--- src/rtl/rxdet_pkg.sv ---
package rxdet_pkg;

   typedef enum logic [2:0] {
      ST_IDLE    = 3'd0,
      ST_FORCE   = 3'd1,
      ST_DETECT  = 3'd2,
      ST_REPORT  = 3'd3,
      ST_RELEASE = 3'd4
   } rxdet_state_e;

   localparam int unsigned CODE_W = 3;
   localparam logic [CODE_W-1:0] CODE_FOUND = 3'b011;
   localparam logic [CODE_W-1:0] CODE_NONE  = 3'b000;

endpackage

--- src/rtl/rxdet_span_cnt.sv ---
// Saturating span counter: counts while run_i is high, clears otherwise,
// flags the cycle in which LIMIT cycles of running have been reached.
module rxdet_span_cnt #(
   parameter int unsigned LIMIT = 10
) (
   input  logic clk,
   input  logic rst_n,
   input  logic run_i,
   output logic hit_o
);
   localparam int unsigned CW = (LIMIT < 2) ? 1 : $clog2(LIMIT);
   localparam logic [CW-1:0] LAST = CW'(LIMIT - 1);

   if (LIMIT < 1) begin : g_bad_limit
      $error("rxdet_span_cnt: LIMIT must be at least 1");
   end

   logic [CW-1:0] cnt_q;

   always_ff @(posedge clk) begin
      if (!rst_n || !run_i) begin
         cnt_q <= '0;
      end else if (cnt_q != LAST) begin
         cnt_q <= cnt_q + 1'b1;
      end
   end

   assign hit_o = run_i && (cnt_q == LAST);

endmodule

--- src/rtl/rxdet_fsm.sv ---
module rxdet_fsm
   import rxdet_pkg::*;
(
   input  logic               clk,
   input  logic               rst_n,
   input  logic               det_req_i,
   input  logic               fe_valid_i,
   input  logic               fe_found_i,
   input  logic               lead_hit_i,
   input  logic               tmo_hit_i,
   output rxdet_state_e       state_o,
   output logic               elec_idle_o,
   output logic               det_ctrl_o,
   output logic               done_o,
   output logic [CODE_W-1:0]  status_o
);
   rxdet_state_e       state_q;
   logic               eidle_q;
   logic               det_q;
   logic               done_q;
   logic [CODE_W-1:0]  stat_q;

   always_ff @(posedge clk) begin
      if (!rst_n) begin
         state_q <= ST_IDLE;
         eidle_q <= 1'b1;
         det_q   <= 1'b0;
         done_q  <= 1'b0;
         stat_q  <= CODE_NONE;
      end else begin
         done_q <= 1'b0;
         stat_q <= CODE_NONE;
         case (state_q)
            ST_IDLE: begin
               if (det_req_i) begin
                  state_q <= ST_FORCE;
                  eidle_q <= 1'b1;
               end
            end
            ST_FORCE: begin
               if (lead_hit_i) begin
                  state_q <= ST_DETECT;
                  det_q   <= 1'b1;
               end
            end
            ST_DETECT: begin
               if (fe_valid_i || tmo_hit_i) begin
                  state_q <= ST_REPORT;
                  det_q   <= 1'b0;
                  done_q  <= 1'b1;
                  stat_q  <= (fe_valid_i && fe_found_i) ? CODE_FOUND : CODE_NONE;
               end
            end
            ST_REPORT: begin
               state_q <= ST_RELEASE;
               eidle_q <= 1'b0;
            end
            ST_RELEASE: begin
               state_q <= ST_IDLE;
            end
            default: begin
               state_q <= ST_IDLE;
            end
         endcase
      end
   end

   assign state_o     = state_q;
   assign elec_idle_o = eidle_q;
   assign det_ctrl_o  = det_q;
   assign done_o      = done_q;
   assign status_o    = stat_q;

endmodule

--- src/rtl/rxdet_seq.sv ---
module rxdet_seq
   import rxdet_pkg::*;
#(
   parameter int unsigned LEAD_CYC = 10,
   parameter int unsigned TMO_CYC  = 4096,
   parameter bit          TMO_EN   = 1'b1
) (
   input  logic       clk,
   input  logic       rst_n,
   input  logic       det_req_i,
   input  logic       fe_valid_i,
   input  logic       fe_found_i,
   output logic       elec_idle_o,
   output logic       det_ctrl_o,
   output logic       done_o,
   output logic [2:0] status_o
);
   if (LEAD_CYC < 10) begin : g_bad_lead
      $error("rxdet_seq: LEAD_CYC below the minimum idle lead of 10 cycles");
   end
   if (TMO_EN && TMO_CYC < 2) begin : g_bad_tmo
      $error("rxdet_seq: TMO_CYC must be at least 2");
   end

   rxdet_state_e state;
   logic         lead_hit;
   logic         tmo_hit;

   rxdet_span_cnt #(.LIMIT(LEAD_CYC)) u_lead (
      .clk   (clk),
      .rst_n (rst_n),
      .run_i (state == ST_FORCE),
      .hit_o (lead_hit)
   );

   if (TMO_EN) begin : g_tmo
      rxdet_span_cnt #(.LIMIT(TMO_CYC)) u_tmo (
         .clk   (clk),
         .rst_n (rst_n),
         .run_i (state == ST_DETECT),
         .hit_o (tmo_hit)
      );
   end else begin : g_no_tmo
      assign tmo_hit = 1'b0;
   end

   rxdet_fsm u_fsm (
      .clk         (clk),
      .rst_n       (rst_n),
      .det_req_i   (det_req_i),
      .fe_valid_i  (fe_valid_i),
      .fe_found_i  (fe_found_i),
      .lead_hit_i  (lead_hit),
      .tmo_hit_i   (tmo_hit),
      .state_o     (state),
      .elec_idle_o (elec_idle_o),
      .det_ctrl_o  (det_ctrl_o),
      .done_o      (done_o),
      .status_o    (status_o)
   );

endmodule

--- config.mk ---
export PLATFORM = sky130hd
export DESIGN_NAME = rxdet_seq
export DESIGN_NICKNAME = d
export VERILOG_FILES = /design/src/rtl/rxdet_pkg.sv /design/src/rtl/rxdet_span_cnt.sv /design/src/rtl/rxdet_fsm.sv /design/src/rtl/rxdet_seq.sv
export SDC_FILE = /design/constraint.sdc
export NUM_CORES = 1
export LEC_CHECK = 0
export ABC_AREA = 0
export BUFFER_PORTS_ARGS = -buffer_cell sky130_fd_sc_hd__buf_2
export CAP_MARGIN = 20
export CORE_MARGIN = 2
export CORE_UTILIZATION = 51
export CTS_CLUSTER_DIAMETER = 150
export CTS_CLUSTER_SIZE = 20
export DETAILED_ROUTE_END_ITERATION = 8
export GPL_ROUTABILITY_DRIVEN = 0
export PLACE_DENSITY_LB_ADDON = 0.3
export SYNTH_ARGS = -nofsm -noshare
export SYNTH_HDL_FRONTEND = slang
export SYNTH_HIERARCHICAL = 1
export SYNTH_SLANG_ARGS = --single-unit
--- constraint.sdc ---
create_clock -name clk -period 3.4 [get_ports clk]
set_input_delay 0.34 -clock clk [delete_from_list [all_inputs] [get_ports clk]]
set_output_delay 0.34 -clock clk [all_outputs]
set_load 0.02 [all_outputs]
=== Yosys cells after proc, flatten, opt, wreduce, memory -nomap -nowiden ===
Cells that the tools add are included.

* Flip-flop bits (word level): 25
* Bits in latches: 0
* Memory bits (writable): 0
* ROM bits: 0
* Bits of input ports: 5
* Output and inout bits: 6
* Memories: 0

* $add $sub $neg: 2
* $mul: 0
* Divide/modulo/power cells: 0
* Order comparisons: 0
* Equality and inequality tests: 10
* Shift operators: 0
* Mux-type cells: 11
* Bitwise logic cells: 0
* Reductions and logical operators: 17

{| class="wikitable"
|+ Operator list
! kind !! count
|-
| $add A12 B1 Y12 const B || 1
|-
| $eq A12 B12 Y1 const B || 1
|-
| $ne A12 B12 Y1 const B || 1
|-
| $pmux W3 S4 || 1
|-
| $mux W3 || 3
|-
| $reduce_and A3 Y1 || 3
|-
| $eq A3 B2 Y1 const B || 2
|-
| $add A4 B1 Y4 const B || 1
|-
| $eq A4 B4 Y1 const B || 1
|-
| $mux W1 || 4
|-
| $ne A2 B2 Y1 const B || 2
|-
| $ne A4 B4 Y1 const B || 1
|-
| $pmux W1 S2 || 2
|-
| $reduce_and A2 Y1 || 2
|-
| $reduce_bool A2 Y1 || 2
|-
| $eq A3 B1 Y1 const B || 1
|-
| $logic_and A1 B1 Y1 || 3
|-
| $logic_not A1 Y1 || 3
|-
| $logic_not A3 Y1 || 1
|-
| $logic_or A1 B1 Y1 || 3
|-
| $mux W2 || 1
|-
| $ne A2 B1 Y1 const B || 1
|}

=== Logic depth before layout (Yosys ltp) ===
* Depth after elaboration: 5
* Mapped depth: 8
* Depth with buffers taken out: 7

=== Modules after synthesis ===
The synthesis kept the hierarchy.

{| class="wikitable"
|+ Modules (own cells, without submodules)
! module !! times used !! cells each !! area each (um^2) !! seq. area each (um^2)
|-
| rxdet_span_cnt at g_tmo.u_tmo || 1 || 64 || 576.8 || 240.2
|-
| rxdet_fsm || 1 || 33 || 300.3 || 140.1
|-
| rxdet_span_cnt at u_lead || 1 || 24 || 227.7 || 80.1
|-
| rxdet_seq || 1 || 2 || 15.0 || 0.0
|}

=== Worst setup path before layout ===
No wires, ideal clock.

* Path type: register to register
* From: reg g_tmo.u_tmo.cnt_q[0]
* To: reg u_fsm.det_q, in the netlist u_fsm/det_ctrl_o
* Library setup time: 119 ps
* Arrival: 1698 ps
* Data required time: 3281 ps
* Setup slack: 1584 ps
* Stages on the path, launching flop included: 8
* Period minus slack after synthesis: 1816 ps
* Path through: dfxtp_1 ha_1 nand2_1 nor4_1 and2_1 o21bai_4 nor3b_1 nor2_1

* Cells in the longest elaborated chain, start to end: 5

{| class="wikitable"
|+ RTL lines
! item !! RTL line !! text
|-
| from (decl) || rxdet_span_cnt.sv:18 || <nowiki>logic [CW-1:0] cnt_q;</nowiki>
|-
| from (signal assigned) || rxdet_span_cnt.sv:24 || <nowiki>cnt_q <= cnt_q + 1'b1;</nowiki>
|-
| $eq A12 B12 Y1 || rxdet_span_cnt.sv:28 || <nowiki>assign hit_o = run_i && (cnt_q == LAST);</nowiki>
|-
| $logic_and A1 B1 Y1 || rxdet_span_cnt.sv:28 ||
|-
| named net tmo_hit || rxdet_seq.sv:27 || <nowiki>logic tmo_hit;</nowiki>
|-
| $logic_or A1 B1 Y1 || rxdet_fsm.sv:47 || <nowiki>if (fe_valid_i || tmo_hit_i) begin</nowiki>
|-
| $ne A2 B1 Y1 (no source line) || -- ||
|-
| $reduce_and A3 Y1 (no source line) || -- ||
|-
| to (signal assigned) || rxdet_fsm.sv:27 || <nowiki>det_q <= 1'b0;</nowiki>
|-
| to (signal assigned) || rxdet_fsm.sv:43 || <nowiki>det_q <= 1'b1;</nowiki>
|-
| to (signal assigned) || rxdet_fsm.sv:49 || <nowiki>det_q <= 1'b0;</nowiki>
|-
| to (decl) || rxdet_fsm.sv:19 || <nowiki>logic det_q;</nowiki>
|}

The timed path passes the listed nets, and every way through them passes these cells.
A chain may end at the register's enable or synchronous reset.

=== Final worst setup path ===
Ends and elaborated chain as after synthesis.

==> tab_implementation.tex <==
\begin{tabular}{lr}
\hline
Metric & Value \\
\hline
\multicolumn{2}{l}{\textbf{Floorplan}} \\
\quad Die Y-Extent & 50.9 um \\
\quad Placement Rows & 16 \\
\quad Placeable Area & 2020 um2 \\
\quad Die Area & 2590 um2 \\
\quad Horizontal die dimension & 50.9 um \\
\quad Effective utilization at floorplan & 55.4\% \\
\quad Number of top-level design ports & 11 \\
\multicolumn{2}{l}{\textbf{Power and ir drop}} \\
\quad Leakage power total & 0.445 nW \\
\quad Sequential fraction of design power & 66.0\% \\
\quad Portion of total power attributed to the clock network & 29.5\% \\
\quad Areal power density over the cells & 350 nW/um2 \\
\quad Sw Share & 22.3\% \\
\quad Internal power summed over all cells & 0.000323 W \\
\quad Power share of the combinational group & 4.5\% \\
\quad Switching component of the power & 0.0000927 W \\
\quad Total power & 0.000416 W \\
\quad Worst vdd rail ir drop & 214 uV \\
\multicolumn{2}{l}{\textbf{Setup path}} \\
\quad Largest driver fanout on the critical path & 6 \\
\quad Required @ worst endpoint & 3.61 ns \\
\quad Startpoint class of the critical path & flop \\
\quad Critical Path End Type & flop \\
\quad CP Class & flop to flop \\
\quad Signal arrival time at the worst endpoint & 2.25 ns \\
\multicolumn{2}{l}{\textbf{Cells and area}} \\
\quad Layout net count & 139 \\
\quad Area Growth Syn to Fin & 6.03\% \\
\quad Proportion of layout cells with a drive suffix above 1 & 13.8\% \\
\quad Final Instance Area & 1190 um2 \\
\quad Antenna diode count & 0 \\
\quad \# fillers & 189 \\
\multicolumn{2}{l}{\textbf{Timing}} \\
\quad Setup TNS & 0 ns \\
\quad Maximum clock frequency & 490 MHz \\
\quad Min Hold Slack & 0.267 ns \\
\quad Worst slew margin & 45.5\% \\
\quad Number of endpoints with negative hold slack in the final report & 0 \\
\quad Total setup violations reported at the end of the flow & 0 \\
\quad Max-slew violation count & 0 \\
\quad Worst-margin pin slew & 0.816 ns \\
\quad Setup clock skew after layout & 0.00134 ns \\
\quad Setup repair after global routing missed its margin & false \\
\quad Final worst-path cycle share & 60.1\% \\
\quad Final min period & 2.04 ns \\
\multicolumn{2}{l}{\textbf{Global routing}} \\
\quad Vias in the first global route & 817 \\
\quad Antenna violations before repair & 0 \\
\quad GRT Overall Usage & 16.7\% \\
\quad Total congestion overflow & 0 \\
\quad Global-route wire length before repair & 3350 um \\
\quad Largest net degree at the start of global routing & 14 \\
\multicolumn{2}{l}{\textbf{CTS}} \\
\quad TritonCTS buffer count & 3 \\
\quad Post\_cts resized & 0 \\
\quad Worst-case clock buffer depth & 2 \\
\quad Clock latency on the worst-skew pair & 0.30 ns \\
\quad Register clock-pin slew on the reported worst setup and hold paths & 0.12 ns \\
\quad Count of hold buffers inserted by post-cts repair & 0 \\
\quad Number of post-CTS setup repair buffers & 0 \\
\quad Clock root buffer & clkbuf\_4 \\
\quad Total number of H-tree levels & 1 \\
\quad CTS tree & done \\
\quad Sink count of the clock tree & 23 \\
\multicolumn{2}{l}{\textbf{Route}} \\
\quad Total number of vias & 883 \\
\quad Per-cell routed wire length & 12.2 um \\
\quad Router iterations before antenna repair & 4 \\
\quad Number of vias per cell after detailed routing & 5.62 \\
\quad Remaining routing DRC violations & 0 \\
\quad First-iteration detailed-routing DRC count & 10 \\
\quad Drt total wl & 1910 um \\
\quad Count of antenna-violating nets left after detailed routing & 0 \\
\multicolumn{2}{l}{\textbf{Synthesis}} \\
\quad Sequential-to-total area share from yosys stat & 41.1\% \\
\quad Number of synthesized flops with an enable pin & 0 \\
\quad Proportion of netlist area held by the largest area contributor & 41.1\% \\
\quad Main synth FF type & dfxtp\_1 \\
\quad Distinct cell type count of the synthesized netlist & 41 \\
\quad Synthesis warning total & 6 \\
\quad Synthesized cell area & 1120 um2 \\
\quad Post-synthesis instance total & 123 \\
\quad Syn\_area\_per\_cell & 9.10 um2 \\
\quad Net count of the mapped netlist & 131 \\
\quad Dominant cells by area after synthesis & dfxtp\_1, a21oi\_1, xnor2\_1 \\
\quad Post-synthesis async set-or-reset flop share & 0\% \\
\quad Synthesis-stage register bit count & 23 \\
\quad Library cell occupying the most area in the post-synthesis netlist & dfxtp\_1 \\
\multicolumn{2}{l}{\textbf{Outcome}} \\
\quad Outcome & finished clean \\
\multicolumn{2}{l}{\textbf{Min path}} \\
\quad Hold Crit Class & input pin to flop \\
\multicolumn{2}{l}{\textbf{Job}} \\
\quad \# Max-Cap Violations & 0 \\
\multicolumn{2}{l}{\textbf{Place}} \\
\quad Placement-stage cell area & 1160 um2 \\
\quad Estimated wirelength of the detail-placed design & 1430 um \\
\quad Number of I/O port buffers & 9 \\
\hline
\end{tabular}
==> path summary, 6_finish.rpt <==
check,start,endpoint,slack (ns),cells past startpoint
min,fe_found_i,u_fsm/status_o[0]$_SDFF_PN0_,0.27,3
max,g_tmo.u_tmo/cnt_q[0]$_SDFFE_PP0P_,u_fsm/det_ctrl_o$_SDFFE_PN0P_,1.36,7
max reg2reg,g_tmo.u_tmo/cnt_q[0]$_SDFFE_PP0P_,u_fsm/det_ctrl_o$_SDFFE_PN0P_,1.36,7
min reg2reg,g_tmo.u_tmo/cnt_q[1]$_SDFFE_PP0P_,g_tmo.u_tmo/cnt_q[1]$_SDFFE_PP0P_,0.49,2
==> state kept, by name, summed over array words and instances (netlist names) <==
signal,cells
u_fsm/done_o,1
g_tmo.u_tmo/cnt_q,12
u_fsm/elec_idle_o,1
u_fsm/status_o,1
u_fsm/det_ctrl_o,1
u_lead/cnt_q,4
u_fsm/state_o,3
==> metal layers <==
metal / global-route usage [%] / wire (um) / vias to the layer above
met5: 0 / 0 / -
met4: 4.95 / 0 / 0
met3: 3.80 / 40 / 0
met2: 30.9 / 991 / 6
met1: 18.9 / 878 / 427
li1: - / - / 450
==> stage by stage <==
stage          worst slack, ns  util [%]  std cells
6_report                  1.36      58.7        157
5_1_grt                   1.12      58.7        157
4_1_cts                   1.33      58.7        157
3_5_place_dp              1.37      57.4        153
3_3_place_gp              1.42      57.4        153
2_1_floorplan             1.58         -        123
==> power groups by stage <==
stage               combinational, W  sequential (W)  clock [W]
finish                     0.0000187        0.000274   0.000123
global route               0.0000212        0.000275   0.000140
CTS                        0.0000187        0.000275   0.000128
detailed placement         0.0000186        0.000281          0
global placement           0.0000175        0.000280          0
floorplan                  0.0000134        0.000280          0
==> layout by cell type (no fill, tap or decap), drive strengths merged, types with 3 or more instances in the layout <==
| cell type | instances |
|---|---|
| buf | 9 |
| mux2i | 3 |
| o21ai | 3 |
| a21oi | 9 |
| nand3b | 4 |
| nand3 | 8 |
| nor3b | 3 |
| clkbuf | 3 |
| nor3 | 6 |
| xnor2 | 5 |
| nand2 | 9 |
| ha | 3 |
| dfxtp | 23 |
| inv | 5 |
| and2 | 3 |
| nor2 | 10 |
==> worst max-delay path: stages (launching register included) <==
cell and delay, ns:
dfxtp_1 0.39, ha_1 0.19, nand2_1 0.11, nor4_1 0.65, and2_1 0.27, o21bai_4 0.09, nor3b_1 0.18, nor2_1 0.07
==> cell families after synthesis <==
kind of cell,synth area share (%)
xor+xnor,4.69
fa+ha+maj,3.35
mux,2.68
simple gates,29.4
flops,41.1
buf+inv,5.14
other cells,0.335
compound gates,13.3
==> cells in the mapped netlist, types with 3 or more instances <==
cell type and n:
nand3_1 8, and2_1 3, nor3_1 5, dfxtp_1 23, mux2i_1 3, inv_1 5, nor3b_1 3, nand2_1 9
ha_1 3, nand3b_1 4, a21oi_1 9, nor2_1 10, xnor2_1 5
==> area by class of cell <==
class	count	area, um2	area share [%]
Multi-Input combinational cell	89	602	50.7
Sequential cell	23	460	38.8
Timing Repair Buffer	9	45.0	3.79
Tap cell	27	33.8	2.85
Clock buffer	3	22.5	1.90
Inverter	5	18.8	1.58
Clock inverter	1	5.00	0.421
Note: power is estimated with default switching activity, not from simulation.
